**src/rtl/mc_seq_pkg.sv**
```systemverilog
package mc_seq_pkg;

  localparam int INSTR_W = 32;
  localparam int OPC_LSB = 28;
  localparam int OPC_W   = 4;
  localparam int RD_LSB  = 25;
  localparam int RS1_LSB = 22;
  localparam int RS2_LSB = 19;
  localparam int IMM_W   = 16;

  typedef enum logic [OPC_W-1:0] {
    OPC_ADD  = 4'h1,
    OPC_SUB  = 4'h2,
    OPC_LW   = 4'h3,
    OPC_SW   = 4'h4,
    OPC_BEQZ = 4'h5
  } opcode_e;

  typedef enum logic [2:0] {
    PH_IDLE,
    PH_FETCH,
    PH_EXEC,
    PH_WBACK,
    PH_HALT
  } phase_e;

  typedef enum logic [2:0] {
    K_NOP,
    K_ALU,
    K_LOAD,
    K_STORE,
    K_BRANCH,
    K_HALT
  } kind_e;

endpackage

```
**src/rtl/mc_seq_regfile.sv**
```systemverilog
module mc_seq_regfile #(
  parameter int XLEN = 32,
  parameter int NREG = 8,
  parameter int RIDX = $clog2(NREG)
) (
  input  logic            clk,
  input  logic            we,
  input  logic [RIDX-1:0] waddr,
  input  logic [XLEN-1:0] wdata,
  input  logic [RIDX-1:0] raddr_a,
  input  logic [RIDX-1:0] raddr_b,
  output logic [XLEN-1:0] rdata_a,
  output logic [XLEN-1:0] rdata_b
);

  logic [NREG*XLEN-1:0] flat;

  for (genvar g = 0; g < NREG; g++) begin : g_entry
    if (g == 0) begin : g_zero
      assign flat[g*XLEN +: XLEN] = '0;
    end else begin : g_store
      logic [XLEN-1:0] q;
      logic            en;
      assign en = we && (waddr == RIDX'(g));
      always_ff @(posedge clk) begin
        if (en) q <= wdata;
      end
      assign flat[g*XLEN +: XLEN] = q;
    end
  end

  assign rdata_a = flat[raddr_a*XLEN +: XLEN];
  assign rdata_b = flat[raddr_b*XLEN +: XLEN];

endmodule

```
**src/rtl/mc_seq_exec.sv**
```systemverilog
module mc_seq_exec
  import mc_seq_pkg::*;
#(
  parameter int XLEN = 32,
  parameter int RIDX = 3
) (
  input  logic [INSTR_W-1:0] instr,
  input  logic [XLEN-1:0]    pc,
  input  logic [XLEN-1:0]    rs1_val,
  input  logic [XLEN-1:0]    rs2_val,
  output kind_e              kind,
  output logic [RIDX-1:0]    rd_idx,
  output logic [RIDX-1:0]    rs1_idx,
  output logic [RIDX-1:0]    rs2_idx,
  output logic [XLEN-1:0]    alu_res,
  output logic [XLEN-1:0]    mem_addr,
  output logic [XLEN-1:0]    next_pc
);

  logic [OPC_W-1:0] opc;
  logic [XLEN-1:0]  imm_ext;
  logic [XLEN-1:0]  seq_pc;
  logic [XLEN-1:0]  br_pc;
  logic [2:0]       unused_pad;

  assign unused_pad = instr[18:16];

  always_comb begin
    opc      = instr[OPC_LSB +: OPC_W];
    rd_idx   = instr[RD_LSB  +: RIDX];
    rs1_idx  = instr[RS1_LSB +: RIDX];
    rs2_idx  = instr[RS2_LSB +: RIDX];
    imm_ext  = {{(XLEN-IMM_W){instr[IMM_W-1]}}, instr[IMM_W-1:0]};
    seq_pc   = pc + XLEN'(4);
    br_pc    = seq_pc + (imm_ext << 2);
    mem_addr = rs1_val + imm_ext;

    if (&instr) begin
      kind = K_HALT;
    end else begin
      unique case (opc)
        OPC_ADD, OPC_SUB: kind = K_ALU;
        OPC_LW:           kind = K_LOAD;
        OPC_SW:           kind = K_STORE;
        OPC_BEQZ:         kind = K_BRANCH;
        default:          kind = K_NOP;
      endcase
    end

    if (opc == OPC_SUB) alu_res = rs1_val - rs2_val + imm_ext;
    else                alu_res = rs1_val + rs2_val + imm_ext;

    if (kind == K_BRANCH && rs1_val == '0) next_pc = br_pc;
    else                                   next_pc = seq_pc;
  end

endmodule

```
**src/rtl/mc_seq_ctrl.sv**
```systemverilog
module mc_seq_ctrl
  import mc_seq_pkg::*;
(
  input  logic   clk,
  input  logic   rst_n,
  input  kind_e  kind,
  input  logic   imem_req_ready,
  input  logic   imem_rsp_valid,
  input  logic   dmem_req_ready,
  input  logic   dmem_rsp_valid,
  output phase_e phase,
  output logic   imem_req_valid,
  output logic   imem_rsp_ready,
  output logic   dmem_req_valid,
  output logic   dmem_rsp_ready,
  output logic   ex_fire,
  output logic   wb_fire
);

  phase_e phase_q, phase_d;
  logic   is_mem;

  always_comb begin
    phase_d        = phase_q;
    imem_req_valid = 1'b0;
    imem_rsp_ready = 1'b0;
    dmem_req_valid = 1'b0;
    dmem_rsp_ready = 1'b0;
    ex_fire        = 1'b0;
    wb_fire        = 1'b0;
    is_mem         = (kind == K_LOAD) || (kind == K_STORE);

    unique case (phase_q)
      PH_IDLE: phase_d = PH_FETCH;
      PH_FETCH: begin
        imem_req_valid = 1'b1;
        if (imem_req_ready) phase_d = PH_EXEC;
      end
      PH_EXEC: begin
        imem_rsp_ready = is_mem ? dmem_req_ready : 1'b1;
        dmem_req_valid = is_mem && imem_rsp_valid;
        ex_fire        = imem_rsp_valid && imem_rsp_ready;
        if (ex_fire) begin
          unique case (kind)
            K_LOAD:  phase_d = PH_WBACK;
            K_HALT:  phase_d = PH_HALT;
            default: phase_d = PH_FETCH;
          endcase
        end
      end
      PH_WBACK: begin
        dmem_rsp_ready = 1'b1;
        wb_fire        = dmem_rsp_valid;
        if (dmem_rsp_valid) phase_d = PH_FETCH;
      end
      PH_HALT: phase_d = PH_HALT;
      default: phase_d = PH_IDLE;
    endcase
  end

  always_ff @(posedge clk or negedge rst_n) begin
    if (!rst_n) phase_q <= PH_IDLE;
    else        phase_q <= phase_d;
  end

  assign phase = phase_q;

endmodule

```
**src/rtl/mc_seq_core.sv**
```systemverilog
module mc_seq_core
  import mc_seq_pkg::*;
#(
  parameter int              XLEN     = 32,
  parameter int              NREG     = 8,
  parameter logic [XLEN-1:0] RESET_PC = '0
) (
  input  logic               clk,
  input  logic               rst_n,
  output logic               imem_req_valid,
  input  logic               imem_req_ready,
  output logic [XLEN-1:0]    imem_req_addr,
  input  logic               imem_rsp_valid,
  output logic               imem_rsp_ready,
  input  logic [INSTR_W-1:0] imem_rsp_data,
  output logic               dmem_req_valid,
  input  logic               dmem_req_ready,
  output logic               dmem_req_we,
  output logic [XLEN-1:0]    dmem_req_addr,
  output logic [XLEN-1:0]    dmem_req_wdata,
  input  logic               dmem_rsp_valid,
  output logic               dmem_rsp_ready,
  input  logic [XLEN-1:0]    dmem_rsp_data,
  output logic               halt
);

  localparam int RIDX = $clog2(NREG);

  logic [1:0]      rst_sync_q;
  logic            core_rst_n;
  logic [XLEN-1:0] pc_q;
  logic [RIDX-1:0] dst_q;
  kind_e           kind;
  phase_e          phase;
  logic [RIDX-1:0] rd_idx, rs1_idx, rs2_idx;
  logic [XLEN-1:0] rs1_val, rs2_val, alu_res, mem_addr, next_pc;
  logic            ex_fire, wb_fire;
  logic            rf_we;
  logic [RIDX-1:0] rf_waddr;
  logic [XLEN-1:0] rf_wdata;

  always_ff @(posedge clk or negedge rst_n) begin
    if (!rst_n) rst_sync_q <= '0;
    else        rst_sync_q <= {rst_sync_q[0], 1'b1};
  end
  assign core_rst_n = rst_sync_q[1];

  mc_seq_ctrl u_ctrl (
    .clk            (clk),
    .rst_n          (core_rst_n),
    .kind           (kind),
    .imem_req_ready (imem_req_ready),
    .imem_rsp_valid (imem_rsp_valid),
    .dmem_req_ready (dmem_req_ready),
    .dmem_rsp_valid (dmem_rsp_valid),
    .phase          (phase),
    .imem_req_valid (imem_req_valid),
    .imem_rsp_ready (imem_rsp_ready),
    .dmem_req_valid (dmem_req_valid),
    .dmem_rsp_ready (dmem_rsp_ready),
    .ex_fire        (ex_fire),
    .wb_fire        (wb_fire)
  );

  mc_seq_exec #(.XLEN(XLEN), .RIDX(RIDX)) u_exec (
    .instr    (imem_rsp_data),
    .pc       (pc_q),
    .rs1_val  (rs1_val),
    .rs2_val  (rs2_val),
    .kind     (kind),
    .rd_idx   (rd_idx),
    .rs1_idx  (rs1_idx),
    .rs2_idx  (rs2_idx),
    .alu_res  (alu_res),
    .mem_addr (mem_addr),
    .next_pc  (next_pc)
  );

  always_comb begin
    rf_we    = (ex_fire && kind == K_ALU) || wb_fire;
    rf_waddr = wb_fire ? dst_q : rd_idx;
    rf_wdata = wb_fire ? dmem_rsp_data : alu_res;
  end

  mc_seq_regfile #(.XLEN(XLEN), .NREG(NREG)) u_rf (
    .clk     (clk),
    .we      (rf_we),
    .waddr   (rf_waddr),
    .wdata   (rf_wdata),
    .raddr_a (rs1_idx),
    .raddr_b (rs2_idx),
    .rdata_a (rs1_val),
    .rdata_b (rs2_val)
  );

  always_ff @(posedge clk or negedge core_rst_n) begin
    if (!core_rst_n)  pc_q <= RESET_PC;
    else if (ex_fire) pc_q <= next_pc;
  end

  always_ff @(posedge clk or negedge core_rst_n) begin
    if (!core_rst_n)                   dst_q <= '0;
    else if (ex_fire && kind == K_LOAD) dst_q <= rd_idx;
  end

  assign imem_req_addr  = pc_q;
  assign dmem_req_we    = (kind == K_STORE);
  assign dmem_req_addr  = mem_addr;
  assign dmem_req_wdata = rs2_val;
  assign halt           = (phase == PH_HALT);

endmodule

```
**config.mk**
```make
export PLATFORM = sky130hd
export DESIGN_NAME = mc_seq_core
export DESIGN_NICKNAME = d
export VERILOG_FILES = /design/src/rtl/mc_seq_pkg.sv /design/src/rtl/mc_seq_regfile.sv /design/src/rtl/mc_seq_exec.sv /design/src/rtl/mc_seq_ctrl.sv /design/src/rtl/mc_seq_core.sv
export SDC_FILE = /design/constraint.sdc
export NUM_CORES = 1
export LEC_CHECK = 0
export CAP_MARGIN = 20
export CORE_UTILIZATION = 66
export DETAILED_ROUTE_END_ITERATION = 10
export DONT_BUFFER_PORTS = 1
export PLACE_DENSITY = 0.92
export SYNTH_ARGS = -nofsm -noshare
export SYNTH_HDL_FRONTEND = slang
export SYNTH_HIERARCHICAL = 1
export SYNTH_SLANG_ARGS = --single-unit
export TNS_END_PERCENT = 5
```
**constraint.sdc**
```tcl
create_clock -name clk -period 11.1 [get_ports clk]
set_input_delay 3.33 -clock clk [delete_from_list [all_inputs] [get_ports clk]]
set_output_delay 3.33 -clock clk [all_outputs]
set_load 0.05 [all_outputs]
```
* Word-level counts from Yosys, hierarchy flattened
Cells that the tools add are included. W data, S select, Z words.
Word-level totals: register bits after elaboration 264, latch bits 0, bits in writable memories 0, memory bits (read-only) 0, bits of input ports 70, output and inout bits 102, word-level logic and storage cells 81, memories 0
Operators by class: $add $sub $neg 7, multiply operators 0, div/mod/pow operators 0, magnitude comparators 0, equality and inequality tests 24, shifts and indexed selects 2, muxes and demuxes 18, bitwise gates (word level) 0, reductions and logical operators 19
Operators with widths (count):
- $shiftx A256 B9 Y32 | 2
- $add A32 B32 Y32 | 5
- $mux W32 | 3
- $add A32 B3 Y32 const B | 1
- $logic_not A32 Y1 | 1
- $reduce_and A32 Y1 | 1
- $sub A32 B32 Y32 | 1
- $eq A3 B3 Y1 const B | 7
- $eq A3 B2 Y1 const B | 6
- $mux W3 | 5
- $pmux W3 S5 | 1
- $logic_and A1 B1 Y1 | 12
- $pmux W3 S4 | 1
- $eq A3 B1 Y1 const B | 3
- $eq A4 B2 Y1 const B | 2
- $eq A4 B3 Y1 const B | 2
- $mux W1 | 7
- $pmux W3 S2 | 1
- $eq A4 B1 Y1 const B | 1
- $ne A2 B2 Y1 const B | 2
- $logic_not A3 Y1 | 1
- $reduce_and A3 Y1 | 1
- $logic_or A1 B1 Y1 | 2
- $ne A2 B1 Y1 const B | 1
- $reduce_or A2 Y1 | 1

* Logic depth before layout (Yosys ltp)
word-level depth 12, mapped depth 23

* Cells and area by module
The synthesis kept the hierarchy.
By module, submodules not included:
- mc_seq_regfile | times used 1, cells an instance 624, area each 11395.9 um2, sequential area each 6726.5 um2
- mc_seq_exec | times used 1, cells an instance 1334, area each 9432.8 um2, sequential area each 0.0 um2
- mc_seq_core | times used 1, cells an instance 121, area each 1860.5 um2, sequential area each 925.9 um2
- mc_seq_ctrl | times used 1, cells an instance 30, area each 230.2 um2, sequential area each 75.1 um2

* Worst setup path before layout
OpenSTA, ideal clock, no wires.
path kind input port to output port, from input port imem_rsp_data[23], to output port dmem_req_addr[31], arrival time 7.714 ns, path slack 0.056 ns, stages 17, path buffers 4, path through buf_4 -> buf_2 -> nor2b_1 -> clkbuf_1 -> buf_2 -> a221oi_2 -> ha_1 -> a21o_1 -> a21oi_2 -> o21bai_1 -> o31a_1 -> a221o_1 -> a221oi_4 -> o22ai_2 -> a211oi_2 -> o21ai_1 -> a211oi_1
On the way: longest elaborated chain between the ends 2
RTL lines:
- start, declared | line mc_seq_core.sv:15 | input logic [INSTR_W-1:0] imem_rsp_data,
- $shiftx A256 B9 Y32 | line mc_seq_regfile.sv:32 | assign rdata_a = flat[raddr_a*XLEN +: XLEN];
- via rs1_val[1] | line mc_seq_core.sv:36 | logic [XLEN-1:0] rs1_val, rs2_val, alu_res, mem_addr, next_pc;
- $add A32 B32 Y32 | line mc_seq_exec.sv:36 | mem_addr = rs1_val + imm_ext;
- end, declared | line mc_seq_core.sv:19 | output logic [XLEN-1:0] dmem_req_addr,
The timed path passes the listed nets, and every way through them passes these cells.

* Worst setup path in the final report
from input port imem_rsp_data[24], to output port dmem_req_addr[28]
Same word-level chain as after synthesis.

==> qor_table.md <==
| Metric | This run | Unit |
|---|---|---|
| Final design area excluding fillers | 24400 | µm² |
| Final period util | 0.976 | - |
| Global-route total usage across every layer | 0.386 | - |
| Critical path arrival | 7.50 | ns |
| Count of filler cells inserted in the layout | 2185 | - |
| Hold buffer count at CTS | 0 | - |
| Synthesized area divided by synthesized cell count | 10.9 | µm² |
| Net switching power | 1.86 | mW |
| Overall overflow remaining after global route | 0 | - |
| Run status | complete, no violations | - |
| Initial antenna violation count | 3 | - |
| Residual DRC | 0 | - |
| Cell leakage power | 10.5 | nW |
| # Max-Cap Violations | 0 | - |
| Horizontal extent of the die | 188 | µm |
| Internal power component | 2.67 | mW |
| Post-synthesis sequential element count | 264 | - |
| IO Pins | 172 | - |
| Number of library cell types mapped by synthesis | 85 | - |
| Remaining max-slew budget at the tightest pin | 0.183 | - |
| Setup clock skew after layout | 0.0625 | ns |
| Iteration count of the initial detailed-routing pass | 7 | - |
| Clock latency on the worst-skew pair | 0.59 | ns |
| Final WL | 70000 | µm |
| Number of instances resized during post-cts repair | 0 | - |
| Total number of nets in the final design | 2379 | - |
| Crit start category | primary input | - |
| Switching power as a share of total power | 0.411 | - |
| Placement Rows | 67 | - |
| Register area share after synthesis | 0.337 | - |
| Area inside the core boundary | 33900 | µm² |
| Starting Density | 0.677 | - |
| Portion of total power attributed to combinational logic | 0.476 | - |
| Predominant post-synthesis flop cell | sky130_fd_sc_hd__edfxtp_1 | - |
| Layout-stage area growth over the synthesis result | 6.65 | % |
| Pin count of the biggest net entering global routing | 100 | - |
| Via count | 18400 | - |
| Total setup buffers inserted after CTS | 0 | - |
| Worst Tran Pin Value | 1.23 | ns |
| Netlist area before placement | 22900 | µm² |
| Commonest non-fill, non-tap cells in the layout | sky130_fd_sc_hd__edfxtp_1 (224), sky130_fd_sc_hd__inv_1 (196), sky130_fd_sc_hd__a21oi_1 (136) | - |
| Unrepaired setup endpoints after global routing | false | - |
| Setup Crit Path Kind | primary input to primary output | - |
| Final Hold Fails | 0 | - |
| Syn. warnings | 6 | - |
| Post-synth net total | 2374 | - |
| GP Congestion | 0.967 | - |
| Worst min-delay path class | flip-flop to asynchronous set/reset pin | - |
| Clock period minus worst slack | 10.83 | ns |
| Worst Hold Slack | 0.267 | ns |
| First-pass GRT wire length | 106000 | µm |
| Post-synth EDFFs | 224 | - |
| Share of layout cells above drive strength 1 | 0.197 | - |
| Cell at the root of the clock tree | sky130_fd_sc_hd__clkbuf_16 | - |
| Number of buffers created by CTS | 28 | - |
| Critical path required time | 7.77 | ns |
| Area of placed instances | 23500 | µm² |
| Final setup viols | 0 | - |
| Critical Path End Type | primary output | - |
| Clock Sinks | 264 | - |
| Largest voltage drop on the vdd net | 0.136 | mV |
| Crit-path max FO | 37 | - |
| Setup TNS | 0 | ns |
| Count of buffers from port buffering | 0 | - |
| Via count of the first global-routing pass | 18600 | - |
| Fin. max-slew vios | 0 | - |
| Area of the die | 35500 | µm² |
| Highest clock frequency the design can meet | 92.3 | MHz |
| Detailed placer's ending HPWL | 48500 | µm |
| Ant diodes | 0 | - |
| Share of the core filled with cells | 0.722 | - |
| Max clock buf depth | 3 | - |
| Commonest non-fill, non-tap cell in the layout | sky130_fd_sc_hd__edfxtp_1 | - |
| DRT antenna net count | 0 | - |
| Iteration-0 DRC Markers | 2260 | - |
| DIE HEIGHT | 188 | µm |
| Average wire per standard cell | 27.1 | µm |
| Relative contribution of the clock network to total power | 0.215 | - |
| Proportion of register bits with asynchronous set or reset after synthesis | 0.152 | - |
| Number of H-tree levels | 1 | - |
| Post-DR vias/cell | 7.12 | - |
| P per Cell Area | 186 | nW/µm² |
| TritonCTS clock tree | built | - |
| Cell count after synthesis | 2109 | - |
| Sequential share of power | 0.309 | - |
| Clock edge transition at the registers on the reported setup and hold paths | 0.07 | ns |
==> Yosys cell counts, types with 5 or more instances <==
cell | count | area (µm²)
sky130_fd_sc_hd__edfxtp_1 | 224 | 6730
sky130_fd_sc_hd__inv_1 | 197 | 739
sky130_fd_sc_hd__a21oi_1 | 136 | 681
sky130_fd_sc_hd__mux2i_1 | 135 | 1350
sky130_fd_sc_hd__ha_1 | 130 | 1630
sky130_fd_sc_hd__a221oi_2 | 120 | 1800
sky130_fd_sc_hd__nor2_1 | 118 | 443
sky130_fd_sc_hd__xnor2_1 | 85 | 744
sky130_fd_sc_hd__nand2_1 | 83 | 312
sky130_fd_sc_hd__mux2_2 | 75 | 845
sky130_fd_sc_hd__a21o_1 | 68 | 510
sky130_fd_sc_hd__fa_1 | 65 | 1300
sky130_fd_sc_hd__mux2_4 | 61 | 916
sky130_fd_sc_hd__o21ai_0 | 57 | 285
sky130_fd_sc_hd__xor2_1 | 49 | 429
sky130_fd_sc_hd__nand3_1 | 45 | 225
sky130_fd_sc_hd__dfrtp_1 | 40 | 1000
sky130_fd_sc_hd__clkbuf_1 | 31 | 116
sky130_fd_sc_hd__buf_4 | 30 | 225
sky130_fd_sc_hd__nand4_1 | 29 | 181
sky130_fd_sc_hd__and3_1 | 22 | 138
sky130_fd_sc_hd__buf_6 | 22 | 248
sky130_fd_sc_hd__nor2b_1 | 21 | 131
sky130_fd_sc_hd__nor3_1 | 20 | 100
sky130_fd_sc_hd__a31oi_1 | 18 | 113
sky130_fd_sc_hd__buf_2 | 17 | 85.1
sky130_fd_sc_hd__nand2b_1 | 16 | 100
sky130_fd_sc_hd__o21bai_1 | 16 | 120
sky130_fd_sc_hd__or3_1 | 16 | 100
sky130_fd_sc_hd__and2_1 | 12 | 75.1
sky130_fd_sc_hd__o21a_1 | 12 | 90.1
sky130_fd_sc_hd__nor4_1 | 11 | 68.8
sky130_fd_sc_hd__o21ai_1 | 11 | 55.1
sky130_fd_sc_hd__a211oi_1 | 10 | 75.1
sky130_fd_sc_hd__a221oi_1 | 10 | 87.6
sky130_fd_sc_hd__o31ai_1 | 8 | 60.1
sky130_fd_sc_hd__buf_1 | 6 | 22.5
sky130_fd_sc_hd__and4_1 | 5 | 43.8
sky130_fd_sc_hd__o31a_1 | 5 | 43.8
==> stage by stage <==
step           setup WS, ns  total power, mW  instances
2_1_floorplan        0.0564             2.96       2109
3_3_place_gp          0.630             3.36       2532
3_5_place_dp          0.491             3.48       2532
4_1_cts               0.424             4.47       2584
5_1_grt               0.116             4.70       2584
6_report              0.267             4.54       2584
==> layer usage <==
layer	wire [µm]	track usage	up-vias
met2	31500	0.613	1406
met1	24300	0.458	8752
met4	4970	0.250	6
met5	43	0	-
li1	-	-	7843
met3	9100	0.114	390
==> critical path: stages <==
cell and delay [ns]:
sky130_fd_sc_hd__mux2_2 0.32, sky130_fd_sc_hd__a221oi_1 0.26, sky130_fd_sc_hd__a221oi_1 0.10, sky130_fd_sc_hd__buf_4 0.18
sky130_fd_sc_hd__ha_1 0.22, sky130_fd_sc_hd__fa_1 0.42, sky130_fd_sc_hd__a21o_1 0.18, sky130_fd_sc_hd__a21oi_1 0.23
sky130_fd_sc_hd__o21ai_1 0.23, sky130_fd_sc_hd__a31oi_1 0.36, sky130_fd_sc_hd__or3_1 0.30, sky130_fd_sc_hd__a21oi_1 0.15
sky130_fd_sc_hd__a211oi_1 0.49, sky130_fd_sc_hd__o31ai_1 0.14, sky130_fd_sc_hd__a21oi_1 0.21, sky130_fd_sc_hd__xnor2_1 0.14
sky130_fd_sc_hd__buf_4 0.21
==> final cells by class <==
cell class / count / area [µm²] / area share
repair buffers: 85 / 676 / 0.0276
multi-input cells: 1538 / 13800 / 0.564
clock inverters: 20 / 239 / 0.00978
flip-flops and latches: 264 / 7730 / 0.316
clock buffers: 32 / 716 / 0.0293
inverters: 197 / 739 / 0.0303
well taps: 448 / 561 / 0.0229
==> state kept, by name, summed over array words and instances, names as in the netlist <==
signal / flops
imem_req_addr: 32
dst_q: 3
u_ctrl/phase: 3
rst_sync_q: 2
u_rf/g_entry.g_store.q: 224
==> power by group through the flow <==
stage | Sequential (mW) | Combinational (mW) | Clock, mW
floorplan | 1.41 | 1.55 | 0
global placement | 1.41 | 1.95 | 0
detailed placement | 1.42 | 2.06 | 0
CTS | 1.40 | 2.09 | 0.979
global route | 1.41 | 2.28 | 1.01
finish | 1.40 | 2.16 | 0.976
==> logic make-up (layout without fill, tap and decap cells) <==
family | count (synthesis) | in the layout | synth area share
buffers and inverters | 307 | 334 | 0.0655
other | 1 | 1 | 0.000164
adders and majority gates | 195 | 195 | 0.128
muxes | 271 | 271 | 0.136
DFF | 264 | 264 | 0.337
AOI/OAI and AO/OA | 520 | 520 | 0.192
xor gates and xnor gates | 134 | 134 | 0.0512
and+or+nand+nor | 417 | 417 | 0.0908
==> final timing paths <==
check                                             start                             to  slack [ns]  cells after the start
setup / recovery                      imem_rsp_data[24]              dmem_req_addr[28]        0.27                     17
hold / removal                            rst_sync_q[1]                       dst_q[1]        0.27                      1
setup reg to reg           u_rf/g_entry[1].g_store.q[0]  u_rf/g_entry[5].g_store.q[28]        5.10                     20
hold reg to reg                           rst_sync_q[1]                       dst_q[1]        0.27                      1
max in group asynchronous                         rst_n                  rst_sync_q[0]        8.55                      0
min in group clk                          rst_sync_q[0]                  rst_sync_q[1]        0.35                      0
No activity file was read; power rests on OpenSTA's default activity.
